`config.mk`:
```
export PLATFORM = sky130hd
export DESIGN_NAME = adc_ctrl_unit
export DESIGN_NICKNAME = d
export VERILOG_FILES = /design/src/rtl/adc_ctrl_pkg.sv /design/src/rtl/adc_core_model.sv /design/src/rtl/adc_ctrl_seq.sv /design/src/rtl/adc_ctrl_regs.sv /design/src/rtl/adc_ctrl_unit.sv
export SDC_FILE = /design/constraint.sdc
export NUM_CORES = 1
export LEC_CHECK = 0
export CORE_MARGIN = 5
export CORE_UTILIZATION = 40
export DETAILED_ROUTE_END_ITERATION = 10
export DONT_BUFFER_PORTS = 1
export PLACE_DENSITY = 0.66
export SLEW_MARGIN = 25
export SYNTH_ARGS = -nofsm -noshare
export SYNTH_HDL_FRONTEND = slang
export SYNTH_HIERARCHICAL = 1
export SYNTH_SLANG_ARGS = --single-unit
```
`constraint.sdc`:
```
create_clock -name clk -period 1.98 [get_ports clk]
set_clock_uncertainty 0.1 [all_clocks]
set_input_delay 0.297 -clock clk [delete_from_list [all_inputs] [get_ports clk]]
set_output_delay 0.297 -clock clk [all_outputs]
set_load 0.02 [all_outputs]
```
`src/rtl/adc_ctrl_pkg.sv`:
```
package adc_ctrl_pkg;

    typedef enum logic [1:0] {
        SEQ_IDLE   = 2'd0,
        SEQ_LAUNCH = 2'd1,
        SEQ_WAIT   = 2'd2
    } seq_state_t;

    localparam logic [2:0] ADDR_MODE = 3'd0;
    localparam logic [2:0] ADDR_CTRL = 3'd1;
    localparam logic [2:0] ADDR_RHI  = 3'd2;
    localparam logic [2:0] ADDR_RLO  = 3'd3;
    localparam logic [2:0] ADDR_IRQ  = 3'd4;

    localparam int GO_BIT   = 7;
    localparam int IEN_BIT  = 0;
    localparam int FLAG_BIT = 1;
    localparam int SEL_W    = 4;
    localparam int CH_BASE  = 4;

endpackage

```
`src/rtl/adc_core_model.sv`:
```
module adc_core_model
    import adc_ctrl_pkg::*;
#(
    parameter int NUM_CH      = 8,
    parameter int RES_W       = 10,
    parameter int CONV_CYCLES = 12
) (
    input  logic                      clk,
    input  logic                      rst_n,
    input  logic                      abort,
    input  logic                      start,
    input  logic [SEL_W-1:0]          chan_sel,
    input  logic [NUM_CH*RES_W-1:0]   ain_flat,
    output logic                      done,
    output logic                      busy,
    output logic [RES_W-1:0]          result
);
    localparam int CNT_W = $clog2(CONV_CYCLES + 1);
    localparam logic [CNT_W-1:0] LAST = CNT_W'(CONV_CYCLES - 1);

    logic [RES_W-1:0] ain_arr [NUM_CH];
    logic [RES_W-1:0] sample;
    logic [RES_W-1:0] held_q;
    logic [CNT_W-1:0] cnt_q;
    logic             busy_q;

    for (genvar k = 0; k < NUM_CH; k++) begin : g_unpack
        assign ain_arr[k] = ain_flat[k*RES_W +: RES_W];
    end

    always_comb begin
        sample = '0;
        for (int k = 0; k < NUM_CH; k++) begin
            if (chan_sel == SEL_W'(CH_BASE + k)) begin
                sample = ain_arr[k];
            end
        end
    end

    assign done   = busy_q && (cnt_q == LAST);
    assign busy   = busy_q;
    assign result = held_q;

    always_ff @(posedge clk or negedge rst_n) begin
        if (!rst_n) begin
            busy_q <= 1'b0;
            cnt_q  <= '0;
            held_q <= '0;
        end else if (abort) begin
            busy_q <= 1'b0;
            cnt_q  <= '0;
        end else if (start && !busy_q) begin
            busy_q <= 1'b1;
            cnt_q  <= '0;
            held_q <= sample;
        end else if (busy_q) begin
            if (done) begin
                busy_q <= 1'b0;
                cnt_q  <= '0;
            end else begin
                cnt_q <= cnt_q + 1'b1;
            end
        end
    end

endmodule

```
`src/rtl/adc_ctrl_seq.sv`:
```
module adc_ctrl_seq
    import adc_ctrl_pkg::*;
(
    input  logic clk,
    input  logic rst_n,
    input  logic clear,
    input  logic go_wr_one,
    input  logic core_done,
    output logic seq_idle,
    output logic core_start,
    output logic conv_done
);
    seq_state_t state_q;
    seq_state_t state_d;

    always_ff @(posedge clk or negedge rst_n) begin
        if (!rst_n) begin
            state_q <= SEQ_IDLE;
        end else if (clear) begin
            state_q <= SEQ_IDLE;
        end else begin
            state_q <= state_d;
        end
    end

    always_comb begin
        state_d = state_q;
        unique case (state_q)
            SEQ_IDLE:   if (go_wr_one) state_d = SEQ_LAUNCH;
            SEQ_LAUNCH: state_d = SEQ_WAIT;
            SEQ_WAIT:   if (core_done) state_d = SEQ_IDLE;
            default:    state_d = SEQ_IDLE;
        endcase
    end

    always_comb begin
        seq_idle   = 1'b0;
        core_start = 1'b0;
        conv_done  = 1'b0;
        unique case (state_q)
            SEQ_IDLE:   seq_idle   = 1'b1;
            SEQ_LAUNCH: core_start = 1'b1;
            SEQ_WAIT:   conv_done  = core_done;
            default:    seq_idle   = 1'b1;
        endcase
    end

endmodule

```
`src/rtl/adc_ctrl_regs.sv`:
```
module adc_ctrl_regs
    import adc_ctrl_pkg::*;
#(
    parameter int RES_W = 10
) (
    input  logic             clk,
    input  logic             rst_n,
    input  logic             warm_rst,
    input  logic             ctl_clear,
    input  logic             wr_en,
    input  logic [2:0]       addr,
    input  logic [7:0]       wdata,
    input  logic             seq_idle,
    input  logic             conv_done,
    input  logic [RES_W-1:0] conv_result,
    output logic             go_wr_one,
    output logic [SEL_W-1:0] chan_sel,
    output logic             go,
    output logic             irq_flag,
    output logic             irq_en,
    output logic [7:0]       res_hi,
    output logic [7:0]       res_lo,
    output logic [7:0]       rdata,
    output logic             irq
);
    localparam int LO_BITS = RES_W - 8;

    logic [SEL_W-1:0] chan_q;
    logic             go_q;
    logic             go_d_q;
    logic             ien_q;
    logic             flag_q;
    logic [7:0]       hi_q;
    logic [7:0]       lo_q;
    logic             fall_seen;
    logic             unused_wbits;

    assign go_wr_one    = wr_en && (addr == ADDR_CTRL) && wdata[GO_BIT];
    assign fall_seen    = go_d_q && !go_q;
    assign unused_wbits = ^wdata[6:4];

    always_ff @(posedge clk or negedge rst_n) begin
        if (!rst_n) begin
            chan_q <= '0;
            go_q   <= 1'b0;
            go_d_q <= 1'b0;
        end else if (ctl_clear) begin
            chan_q <= '0;
            go_q   <= 1'b0;
            go_d_q <= 1'b0;
        end else begin
            go_d_q <= go_q;
            if (wr_en && (addr == ADDR_MODE)) begin
                chan_q <= wdata[SEL_W-1:0];
            end
            if (conv_done) begin
                go_q <= 1'b0;
            end else if (go_wr_one && seq_idle) begin
                go_q <= 1'b1;
            end
        end
    end

    always_ff @(posedge clk or negedge rst_n) begin
        if (!rst_n) begin
            ien_q  <= 1'b0;
            flag_q <= 1'b0;
        end else if (warm_rst) begin
            ien_q  <= 1'b0;
            flag_q <= 1'b0;
        end else begin
            if (wr_en && (addr == ADDR_IRQ)) begin
                ien_q <= wdata[IEN_BIT];
                if (!wdata[FLAG_BIT]) begin
                    flag_q <= 1'b0;
                end
            end
            if (fall_seen) begin
                flag_q <= 1'b1;
            end
        end
    end

    always_ff @(posedge clk or negedge rst_n) begin
        if (!rst_n) begin
            hi_q <= '0;
            lo_q <= '0;
        end else if (conv_done && !ctl_clear) begin
            hi_q <= conv_result[RES_W-1 -: 8];
            lo_q <= 8'(conv_result[LO_BITS-1:0]) << (8 - LO_BITS);
        end
    end

    always_comb begin
        rdata = '0;
        case (addr)
            ADDR_MODE: rdata[SEL_W-1:0] = chan_q;
            ADDR_CTRL: rdata[GO_BIT]    = go_q;
            ADDR_RHI:  rdata            = hi_q;
            ADDR_RLO:  rdata            = lo_q;
            ADDR_IRQ:  begin
                rdata[IEN_BIT]  = ien_q;
                rdata[FLAG_BIT] = flag_q;
            end
            default:   rdata = '0;
        endcase
    end

    assign chan_sel = chan_q;
    assign go       = go_q;
    assign irq_flag = flag_q;
    assign irq_en   = ien_q;
    assign res_hi   = hi_q;
    assign res_lo   = lo_q;
    assign irq      = flag_q & ien_q;

endmodule

```
`src/rtl/adc_ctrl_unit.sv`:
```
module adc_ctrl_unit
    import adc_ctrl_pkg::*;
#(
    parameter int NUM_CH      = 8,
    parameter int RES_W       = 10,
    parameter int CONV_CYCLES = 12
) (
    input  logic                    clk,
    input  logic                    rst_n,
    input  logic                    warm_rst,
    input  logic [1:0]              lp_mode,
    input  logic                    bus_wr,
    input  logic [2:0]              bus_addr,
    input  logic [7:0]              bus_wdata,
    output logic [7:0]              bus_rdata,
    input  logic [NUM_CH*RES_W-1:0] ain_flat,
    output logic                    irq_o
);
    logic             standby;
    logic             ctl_clear;
    logic             go_wr_one;
    logic             seq_idle;
    logic             core_start;
    logic             core_done;
    logic             core_busy;
    logic             conv_done;
    logic [RES_W-1:0] core_result;
    logic [SEL_W-1:0] chan_sel;
    logic             go;
    logic             irq_flag;
    logic             irq_en;
    logic [7:0]       res_hi;
    logic [7:0]       res_lo;
    logic             unused_sleep;

    assign standby      = lp_mode[1];
    assign ctl_clear    = standby | warm_rst;
    assign unused_sleep = lp_mode[0];

    adc_ctrl_seq u_seq (
        .clk        (clk),
        .rst_n      (rst_n),
        .clear      (ctl_clear),
        .go_wr_one  (go_wr_one),
        .core_done  (core_done),
        .seq_idle   (seq_idle),
        .core_start (core_start),
        .conv_done  (conv_done)
    );

    adc_core_model #(
        .NUM_CH      (NUM_CH),
        .RES_W       (RES_W),
        .CONV_CYCLES (CONV_CYCLES)
    ) u_core (
        .clk      (clk),
        .rst_n    (rst_n),
        .abort    (ctl_clear),
        .start    (core_start),
        .chan_sel (chan_sel),
        .ain_flat (ain_flat),
        .done     (core_done),
        .busy     (core_busy),
        .result   (core_result)
    );

    adc_ctrl_regs #(
        .RES_W (RES_W)
    ) u_regs (
        .clk         (clk),
        .rst_n       (rst_n),
        .warm_rst    (warm_rst),
        .ctl_clear   (ctl_clear),
        .wr_en       (bus_wr),
        .addr        (bus_addr),
        .wdata       (bus_wdata),
        .seq_idle    (seq_idle),
        .conv_done   (conv_done),
        .conv_result (core_result),
        .go_wr_one   (go_wr_one),
        .chan_sel    (chan_sel),
        .go          (go),
        .irq_flag    (irq_flag),
        .irq_en      (irq_en),
        .res_hi      (res_hi),
        .res_lo      (res_lo),
        .rdata       (bus_rdata),
        .irq         (irq_o)
    );

endmodule

```
==> results.txt, run 1 <==
----------------------------------------------------
[Status]
  Result of the run ... finished, final reports clean

[CTS]
  Number of buffers added for setup after CTS ... 0
  Clock root buffer ... clkbuf_8
  Clock tree sinks ... 35
  CTS tree ... built
  Max Buffers Root-to-Sink ... 2
  Reg clk slew, reported paths ... 70 ps
  Worst skew pair latency ... between 200 and 300 ps
  Htree depth ... 2
  TritonCTS Buffers ... 5

[Timing]
  Number of pins exceeding their max-slew limit in the final report ... 0
  Setup Total Neg Slack ... 0 ps
  Highest clock frequency the design can meet ... around 520 MHz
  Minimum clock period after layout ... between 1500 and 2000 ps
  Slew headroom ... 0.698
  Worst Hold Slack ... about 68 ps
  Actual transition at the worst max-transition pin ... 451 ps
  Setup violation total in the final timing report ... 0
  Unrepaired setup endpoints after global routing ... no
  Final clock period utilization by the worst path ... 0.965
  Final hold vios ... 0

[Logic synthesis]
  Cells after synthesis ... 210
  Number of warning messages in the yosys log ... 6
  Mean post-synth cell area ... between 10 and 15 um^2
  Netlist Area Pre-Place ... 2340 um^2
  Net count after synthesis ... 311

[Die]
  Vertical die dimension ... slightly below 90 um
  Die width ... 86.5 um
  Initial core utilization ... 0.418
  Core region area ... 5610 um^2
  Overall die area ... between 7000 and 8000 um^2
  Number of core rows ... 27
  I/O Pins ... roughly 110

[Cells and area]
  Nets ... between 300 and 400
  # diodes ... 0
  Fin cells ... 296
  Share of final-layout standard cells stronger than drive strength 1 ... 0.263
  Cell area after layout ... roughly 2700 um^2
  Signed area change from the synthesized netlist to the final layout ... 14.4%

[Global routing]
  First-pass GRT wire length ... 9.00 mm
  Vias in the first global route ... 1807
  Overflow left after global routing ... 0
  Gr usage total ... 0.155
  Largest net degree at the start of global routing ... 36
  Antenna violations before repair ... 0

[Routing]
  First-pass detailed-route iteration total ... 4
  1st-iter DRT viols ... 56
  Aggregate routed wire length ... between 5 and 6 mm
  Drt drc ... 0
  DRT antenna net count ... 0
  Post-detailed-route via-to-cell ratio ... about 5.9
  Routed len/inst ... just under 20 um
  Vias after detailed routing ... between 1500 and 2000

[Place]
  Count of buffers from port buffering ... 0
  Final weighted congestion in routability-driven placement ... ~0.8
  Post-placement cell count ... 284
  Placed instance area ... around 2500 um^2
  HPWL Detailed ... roughly 4.7 mm

[Worst setup path]
  Biggest fanout along the worst timing path ... 5
  Cell count of the worst reg-to-reg path ... 7
  Critical path required time ... between 2000 and 2500 ps
  Class of the most critical setup path ... reg -> reg
  Reg2reg start ... u_core/cnt_q[0]$_DFFE_PN0P_
  Arrival time of the worst setup path ... approximately 2000 ps
  End of the worst register-to-register path ... u_regs/res_hi[6]$_DFFE_PN0P_
  Reg2reg setup slack ... approximately 70 ps
  Launching instance or port of the critical path ... u_core/cnt_q[0]$_DFFE_PN0P_
  Critical Path Start Type ... register
  Nature of the critical path endpoint ... register

[Power and ir drop]
  Share of total power consumed by net switching ... 0.208
  Fraction of power consumed by sequential logic ... 0.491
  Part of the power in combinational logic ... 0.082
  Clock network power share ... 0.428
  PwrDens ... ~570 nW/um^2
  Internal power contribution ... around 1.2 mW
  Total chip power ... ~1.5 mW
  Worst supply voltage drop on vdd ... 0.000242 V
  Leak ... between 1 and 1.5 nW
  Switching pwr ... 0.319 mW

[Min path]
  Beginning of the worst hold path ... bus_wdata[0]
  Hold EP ... u_regs/chan_sel[0]$_DFFE_PN0P_
  Hold Path Stages ... 2
  Min-Delay Path Class ... in -> reg

[Flow run]
  Maximum Capacitance Violations ... 0

----------------------------------------------------
## registers in the layout (all words and copies together), names as in the netlist, 2 cells and up
| register | count |
|---|---|
| u_seq/state_q | 2 |
| u_regs/chan_sel | 4 |
| u_core/cnt_q | 4 |
| u_regs/res_lo | 2 |
| u_core/result | 10 |
| u_regs/res_hi | 8 |
## critical path, cell delays in order (launching register included)
cell,delay [ps]
dfrtp_1,380
ha_1,180
nor2b_2,160
and3_1,170
and2_1,140
nor2b_4,180
buf_4,160
mux2_2,330
## final cells by class
type                            count  area (um^2)
Clock buffer                        6         82.6
Clock inverter                      2         35.0
Fill cell                         533         2930
Inverter                            9         33.8
Multi-Input combinational cell    152         1370
Sequential cell                    35          876
Tap cell                           72         90.1
Timing Repair Buffer               20          196
## worst max-delay path by stage
stage,depth (start not counted),to
after CTS,7,u_regs/res_hi[1]$_DFFE_PN0P_
after detailed placement,7,u_regs/res_lo[7]$_DFFE_PN0P_
final,7,u_regs/res_hi[6]$_DFFE_PN0P_
after global routing,7,u_regs/res_hi[7]$_DFFE_PN0P_
after global placement,7,u_regs/res_hi[0]$_DFFE_PN0P_
after floorplan,7,u_regs/res_hi[0]$_DFFE_PN0P_
## placed cells by master, fill, tap and decap left out, types with 6 or more instances in the layout
master / n
a21oi_1: 13
a22oi_1: 8
mux4_2: 15
mux2_2: 10
nor2_1: 23
inv_1: 9
clkbuf_8: 6
dfrtp_1: 35
mux2i_1: 14
buf_4: 14
nand2_1: 6
a211oi_1: 7
## per-layer routing
metal | part of all wire | vias up | global-route usage
li1 | - | 814 | -
met1 | 0.42 | 805 | 0.200
met3 | 0.10 | 13 | 0.0447
met4 | 0.029 | 0 | 0.0694
met5 | 0 | - | 0
met2 | 0.45 | 103 | 0.241
## timing repair
item,in CTS,in global routing
endpoints found under the setup margin,0,10
resized for setup,0,5
hold buffers,3,0
hold endpoints to repair,37,0
## power groups by stage
stage | Combinational, mW | Sequential (mW) | Clock [mW]
floorplan | 0.0956 | 0.760 | 0
global placement | 0.102 | 0.766 | 0
detailed placement | 0.104 | 0.767 | 0
CTS | 0.127 | 0.753 | 0.677
global route | 0.140 | 0.756 | 0.708
finish | 0.125 | 0.753 | 0.656
## metrics by stage
stage	utilization	setup slack, ps
2_1_floorplan	-	116
3_3_place_gp	0.446	112
3_5_place_dp	0.446	64.7
4_1_cts	0.474	58.1
5_1_grt	0.478	6.77
6_report	0.478	69.8
Power figures use the tool's default switching activity.
==> run 2: changes to the inputs <==
--- a/config.mk
+++ b/config.mk
@@ -5,11 +5,13 @@
 export SDC_FILE = /design/constraint.sdc
 export NUM_CORES = 1
 export LEC_CHECK = 0
+export BUFFER_PORTS_ARGS = -buffer_cell sky130_fd_sc_hd__buf_2
+export CAP_MARGIN = 5
 export CORE_MARGIN = 5
 export CORE_UTILIZATION = 40
 export DETAILED_ROUTE_END_ITERATION = 10
-export DONT_BUFFER_PORTS = 1
-export PLACE_DENSITY = 0.66
+export PLACE_DENSITY = 0.82
+export RECOVER_POWER = 100
 export SLEW_MARGIN = 25
 export SYNTH_ARGS = -nofsm -noshare
 export SYNTH_HDL_FRONTEND = slang
==> run 2 against run 1 <==
  * Sequential power about the same
  * Total power up 4.7%
  * Register-to-register slack improved by 20 ps
  * Clock power decreased by 3.5%
  * Routed wire length rose by 9.2%
  * Combinational power grew 77%
  * Die area unchanged
  * Non-clock buffer count increased by 99
  * Flip-flop and latch count unchanged
==> results.txt, run 2 (synthesized netlist as in run 1, its figures left out) <==
----------------------------------------------------
[Flow run]
  Maximum Capacitance Violations ... 0 (unchanged)

[Die]
  I/O Pins ... 106 (unchanged)
  Overall die area ... 7490 um^2 (unchanged)
  Die width ... 86.5 um (unchanged)
  Initial core utilization ... 0.418 (unchanged)
  Core region area ... 5610 um^2 (unchanged)
  Number of core rows ... 27 (unchanged)
  Vertical die dimension ... 86.5 um (unchanged)

[Routing]
  Drt drc ... 0 (unchanged)
  Vias after detailed routing ... 2146 (was 1735)
  Aggregate routed wire length ... 6.36 mm (was 5.82 mm)
  First-pass detailed-route iteration total ... 4 (unchanged)
  Routed len/inst ... 16.1 um (was 19.7 um)
  Post-detailed-route via-to-cell ratio ... 5.43 (was 5.86)
  DRT antenna net count ... 0 (unchanged)
  1st-iter DRT viols ... 57 (was 56)

[CTS]
  Worst skew pair latency ... 290 ps (was 280 ps)
  Htree depth ... 2 (unchanged)
  TritonCTS Buffers ... 5 (unchanged)
  Clock root buffer ... clkbuf_8 (unchanged)
  Clock tree sinks ... 35 (unchanged)
  Max Buffers Root-to-Sink ... 2 (unchanged)
  CTS tree ... built (unchanged)
  Reg clk slew, reported paths ... 70 ps (about the same)

[Place]
  HPWL Detailed ... 5.03 mm (was 4.65 mm)
  Setup slack at placement ... -25.7 ps (was 64.7 ps)
  Count of buffers from port buffering ... 101 (was 0)
  Final weighted congestion in routability-driven placement ... 0.798 (was 0.794)

[Worst setup path]
  Critical path required time ... 2050 ps (about the same)
  Biggest fanout along the worst timing path ... 7 (was 5)
  Critical Path Start Type ... register (unchanged)
  Cell at the slowest stage of the critical path ... mux4_2 (was dfrtp_1)
  Ordered cell list for the critical path ... buf_12 -> buf_12 -> buf_4 -> mux4_2 -> a22oi_1 -> a21oi_1 (was ha_1 -> nor2b_2 -> and3_1 -> and2_1 -> nor2b_4 -> buf_4 -> mux2_2)
  Class of the most critical setup path ... reg -> reg (unchanged)
  Arrival time of the worst setup path ... 1960 ps (was 1980 ps)
  Stage delay of the slowest cell on the critical path ... 550 ps (was 380 ps)
  Cell seen most often among critical-path stages ... buf_12
  Nature of the critical path endpoint ... register (unchanged)

[Timing]
  Number of pins exceeding their max-slew limit in the final report ... 0 (unchanged)
  Minimum clock period after layout ... 1890 ps (was 1910 ps)
  Actual transition at the worst max-transition pin ... 1040 ps (was 451 ps)
  Final clock period utilization by the worst path ... 0.956 (was 0.965)
  Slew headroom ... 0.294 (was 0.698)
  Setup violation total in the final timing report ... 0 (unchanged)
  Minimum setup slack in the final design ... 86.2 ps (was 69.8 ps)
  Worst Hold Slack ... 88.8 ps (was 68.5 ps)
  Highest clock frequency the design can meet ... 528 MHz (was 523 MHz)
  Final hold vios ... 0 (unchanged)

[Status]
  Result of the run ... finished, final reports clean (unchanged)

[Cells and area]
  Final cell utilization of the core ... 0.560 (was 0.478)
  Nets ... 423 (was 324)
  # diodes ... 0 (unchanged)
  Share of final-layout standard cells stronger than drive strength 1 ... 0.489 (was 0.263)
  Most common library cell in the layout ignoring fill and taps ... buf_2 (was dfrtp_1)
  Signed area change from the synthesized netlist to the final layout ... 34.1% (was 14.4%)
  Flip-flop count of the largest register, all copies and words added ... 10 (unchanged)
  Commonest non-fill, non-tap cells in the layout ... 95 x buf_2, 34 x dfrtp_1, 23 x nor2_1 (was 35 x dfrtp_1, 23 x nor2_1, 15 x mux4_2)

[Global routing]
  Gr usage total ... 0.170 (was 0.155)
  Overflow left after global routing ... 0 (unchanged)
  Vias in the first global route ... 2231 (was 1807)
  First-pass GRT wire length ... 10.1 mm (was 9.00 mm)
  Largest net degree at the start of global routing ... 36 (unchanged)
  Antenna violations before repair ... 0 (unchanged)

[Power and ir drop]
  Worst supply voltage drop on vdd ... 0.000268 V (was 0.000242 V)
  PwrDens ... 512 nW/um^2 (was 573 nW/um^2)
  Leak ... 1.47 nW (was 1.10 nW)

[Min path]
  Min-Delay Path Class ... in -> reg (unchanged)

----------------------------------------------------
## run 2: what timing repair did
| action | in CTS | in global routing |
|---|---|---|
| hold buffers | 1 | 0 |
| hold endpoints to repair | 35 | 0 |
| endpoints found under the setup margin | 9 | 10 |
| setup buffers | 4 | 0 |
| resized for setup | 1 | 7 |
| pin swaps | 0 | 1 |
## run 2: final timing paths
| check | to | from | slack (ps) | cells after the start |
|---|---|---|---|---|
| min in group asynchronous | u_regs/res_lo[6]$_DFFE_PN0P_ | rst_n | 560 | 2 |
| max in group asynchronous | u_regs/chan_sel[1]$_DFFE_PN0P_ | rst_n | 650 | 2 |
| hold reg to reg | u_regs/res_hi[5]$_DFFE_PN0P_ | u_core/result[7]$_DFFE_PN0P_ | 420 | 1 |
| setup reg to reg | u_core/result[4]$_DFFE_PN0P_ | u_regs/chan_sel[0]$_DFFE_PN0P_ | 90 | 6 |
| hold / removal | u_regs/irq_en$_DFFE_PN0P_ | warm_rst | 90 | 2 |
| setup / recovery | u_core/result[4]$_DFFE_PN0P_ | u_regs/chan_sel[0]$_DFFE_PN0P_ | 90 | 6 |
## run 2: through the flow
| stage | instance area (um^2) | cells | setup TNS (ps) | power, mW |
|---|---|---|---|---|
| finish | 3140 | 395 | 0 | 1.61 |
| global route | 3140 | 395 | -15.1 | 1.68 |
| CTS | 3140 | 395 | 0 | 1.62 |
| detailed placement | 2970 | 382 | -142 | 0.986 |
| global placement | 2970 | 382 | 0 | 0.978 |
| floorplan | 2340 | 210 | 0 | 0.856 |
## run 2: where the power goes
group	total, mW	switching (mW)	internal (mW)
clock network	0.633	0.258	0.374
logic	0.221	0.0946	0.126
registers	0.754	0.0158	0.738
## run 2: worst max-delay path, delay by kind of cell (launching register included)
| family | cells | cell delay (ps) |
|---|---|---|
| AO/OA/AOI/OAI | 2 | 350 |
| flip-flops | 1 | 370 |
| multiplexers | 1 | 550 |
| buffers and inverters | 3 | 400 |
## run 2: metal layers
layer / track usage / up-vias / part of all wire
met5: 0 / - / 0
li1: - / 1006 / -
met3: 0.0342 / 13 / 0.087
met4: 0.0737 / 0 / 0.026
met2: 0.266 / 119 / 0.47
met1: 0.229 / 1008 / 0.42
## run 2: final cells by class
type | count | area (um^2)
inverters | 9 | 33.8
well taps | 72 | 90.1
repair buffers | 119 | 671
clock buffers | 5 | 68.8
clock inverters | 3 | 43.8
flip-flops and latches | 35 | 877
multi-input cells | 152 | 1360
fillers | 504 | 2470
==> run 3: changes to the inputs <==
==> constraint.sdc (replaced) <==
create_clock -name clk -period 1.98 [get_ports clk]
set_clock_uncertainty 0.1 [all_clocks]
set_input_delay 0.396 -clock clk [delete_from_list [all_inputs] [get_ports clk]]
set_output_delay 0.396 -clock clk [all_outputs]
set_load 0.02 [all_outputs]
==> run 3 against run 2 <==
  * Via count down 3.0%
  * Sequential power about the same
  * Worst hold slack better by 14 ps
  * Sequential share of layout area up 0.21 points
  * Critical endpoint is now bus_rdata[0]
==> results.txt, run 3 (synthesized netlist as in run 1, its figures left out) <==
----------------------------------------------------
[Worst setup path]
  Stage delay of the slowest cell on the critical path ... 400 ps (was 550 ps)
  Critical path buffer and inverter count ... 2 (was 3)
  Critical Path Start Type ... register (unchanged)
  Arrival time of the worst setup path ... 1420 ps (was 1960 ps)
  Critical path's top delay family ... flip-flops (was multiplexers)
  Launching instance or port of the critical path ... u_regs/chan_sel[0]$_DFFE_PN0P_ (unchanged)
  Class of the most critical setup path ... reg -> out (was reg -> reg)
  Nature of the critical path endpoint ... output pin (was register)
  Reg2reg start ... u_regs/chan_sel[0]$_DFFE_PN0P_ (unchanged)
  Ordered cell list for the critical path ... buf_12 -> nor2b_2 -> a211oi_2 -> a211oi_1 -> buf_2 (was buf_12 -> buf_12 -> buf_4 -> mux4_2 -> a22oi_1 -> a21oi_1)
  Biggest fanout along the worst timing path ... 7 (unchanged)
  Critical path required time ... 1480 ps (was 2050 ps)
  Cell at the slowest stage of the critical path ... dfrtp_1 (was mux4_2)

[CTS]
  Worst skew pair latency ... 290 ps (about the same)
  CTS tree ... built (unchanged)
  Max Buffers Root-to-Sink ... 2 (unchanged)
  Clock root buffer ... clkbuf_8 (unchanged)
  Reg clk slew, reported paths ... 70 ps (about the same)
  TritonCTS Buffers ... 5 (unchanged)
  Clock tree sinks ... 35 (unchanged)
  Htree depth ... 2 (unchanged)

[Status]
  Result of the run ... finished, final reports clean (unchanged)

[Cells and area]
  Most common library cell in the layout ignoring fill and taps ... buf_2 (unchanged)
  Share of final-layout standard cells stronger than drive strength 1 ... 0.484 (was 0.489)
  Signed area change from the synthesized netlist to the final layout ... 33.0% (was 34.1%)
  Nets ... 422 (was 423)
  Footprint of the multi-input gates ... 1360 um^2 (about the same)
  Storage element area ... 876 um^2 (was 877 um^2)
  Commonest non-fill, non-tap cells in the layout ... 92 x buf_2, 35 x dfrtp_1, 23 x nor2_1 (was 95 x buf_2, 34 x dfrtp_1, 23 x nor2_1)
  Flip-flop count of the largest register, all copies and words added ... 10 (unchanged)
  # diodes ... 0 (unchanged)
  Number of fill cells ... 504 (unchanged)

[Place]
  Count of buffers from port buffering ... 101 (unchanged)
  HPWL Detailed ... 4.97 mm (was 5.03 mm)
  Final weighted congestion in routability-driven placement ... 0.803 (was 0.798)

[Routing]
  Drt drc ... 0 (unchanged)
  Aggregate routed wire length ... 6.32 mm (was 6.36 mm)
  Routed len/inst ... 16.0 um (was 16.1 um)
  Vias after detailed routing ... 2082 (was 2146)
  1st-iter DRT viols ... 112 (was 57)
  Post-detailed-route via-to-cell ratio ... 5.28 (was 5.43)
  DRT antenna net count ... 0 (unchanged)
  First-pass detailed-route iteration total ... 4 (unchanged)

[Flow run]
  Maximum Capacitance Violations ... 0 (unchanged)

[Die]
  Overall die area ... 7490 um^2 (unchanged)
  I/O Pins ... 106 (unchanged)
  Core region area ... 5610 um^2 (unchanged)
  Die width ... 86.5 um (unchanged)
  Vertical die dimension ... 86.5 um (unchanged)
  Number of core rows ... 27 (unchanged)
  Initial core utilization ... 0.418 (unchanged)

[Timing]
  Unrepaired setup endpoints after global routing ... no
  Setup Total Neg Slack ... 0 ps (unchanged)
  Slew headroom ... 0.430 (was 0.294)
  Highest clock frequency the design can meet ... 523 MHz (was 528 MHz)
  Setup violation total in the final timing report ... 0 (unchanged)
  Final hold vios ... 0 (unchanged)
  Actual transition at the worst max-transition pin ... 855 ps (was 1040 ps)
  Number of pins exceeding their max-slew limit in the final report ... 0 (unchanged)
  Worst Hold Slack ... 103 ps (was 88.8 ps)
  Minimum clock period after layout ... 1910 ps (was 1890 ps)
  Final clock period utilization by the worst path ... 0.966 (was 0.956)

[Power and ir drop]
  Worst supply voltage drop on vdd ... 0.000330 V (was 0.000268 V)
  Leak ... 1.45 nW (was 1.47 nW)
  Total chip power ... 1.49 mW (was 1.61 mW)
  PwrDens ... 477 nW/um^2 (was 512 nW/um^2)

[Global routing]
  First-pass GRT wire length ... 9.96 mm (was 10.1 mm)
  Overflow left after global routing ... 0 (unchanged)
  Vias in the first global route ... 2254 (was 2231)
  Gr usage total ... 0.168 (was 0.170)
  Largest net degree at the start of global routing ... 36 (unchanged)
  Antenna violations before repair ... 0 (unchanged)

[Min path]
  Min-Delay Path Class ... in -> async (was in -> reg)

----------------------------------------------------
-- run 3: cell count changes in the layout (fill, tap and decap cells not counted), moves of 2 or more --
cell,change
clkbuf_2,+4
clkbuf_1,+2
clkinvlp_4,+2
buf_4,-5
buf_2,-3
-- run 3: where the power goes --
group          switching, mW  internal [mW]
clock network          0.269          0.244
registers             0.0144          0.738
logic                 0.0959          0.125
-- run 3: final cells by class --
cell class | instances | area share
Multi-Input combinational cell | 152 | 0.438
Tap cell | 72 | 0.0289
Sequential cell | 35 | 0.281
Clock buffer | 5 | 0.0221
Timing Repair Buffer | 118 | 0.213
Clock inverter | 3 | 0.00643
Inverter | 9 | 0.0108
-- run 3: layer usage --
layer	vias up	track usage	part of all wire
met5	-	0	0
met4	0	0.0581	0.015
met3	9	0.0466	0.084
met2	98	0.289	0.48
met1	970	0.201	0.42
li1	1005	-	-
-- run 3: worst paths after layout --
kind | endpoint | slack, ps | cells past startpoint
min in group clk | u_regs/irq_en$_DFFE_PN0P_ | 180 | 2
hold reg to reg | u_regs/res_lo[7]$_DFFE_PN0P_ | 410 | 1
setup reg to reg | u_core/result[5]$_DFFE_PN0P_ | 90 | 6
max in group asynchronous | u_core/result[0]$_DFFE_PN0P_ | 1140 | 1
setup / recovery | bus_rdata[0] | 70 | 5
hold / removal | u_seq/state_q[0]$_DFFE_PN0P_ | 100 | 1
-- run 3: stage by stage --
| step | worst slack, ps | util | area, um^2 | cells |
|---|---|---|---|---|
| 3_3_place_gp | 70.6 | 0.531 | 2980 | 381 |
| 2_1_floorplan | 116 | - | 2340 | 210 |
| 5_1_grt | 6.56 | 0.555 | 3110 | 394 |
| 6_report | 67.0 | 0.555 | 3110 | 394 |
| 4_1_cts | 18.3 | 0.547 | 3070 | 389 |
| 3_5_place_dp | 6.52 | 0.531 | 2980 | 381 |
-- run 3: timing repair --
item / CTS / global route
hold buffers: 0 / 0
setup buffers: 0 / 5
gates resized for setup: 1 / 6
hold endpoints to repair: 0 / 0
endpoints found under the setup margin: 4 / 11
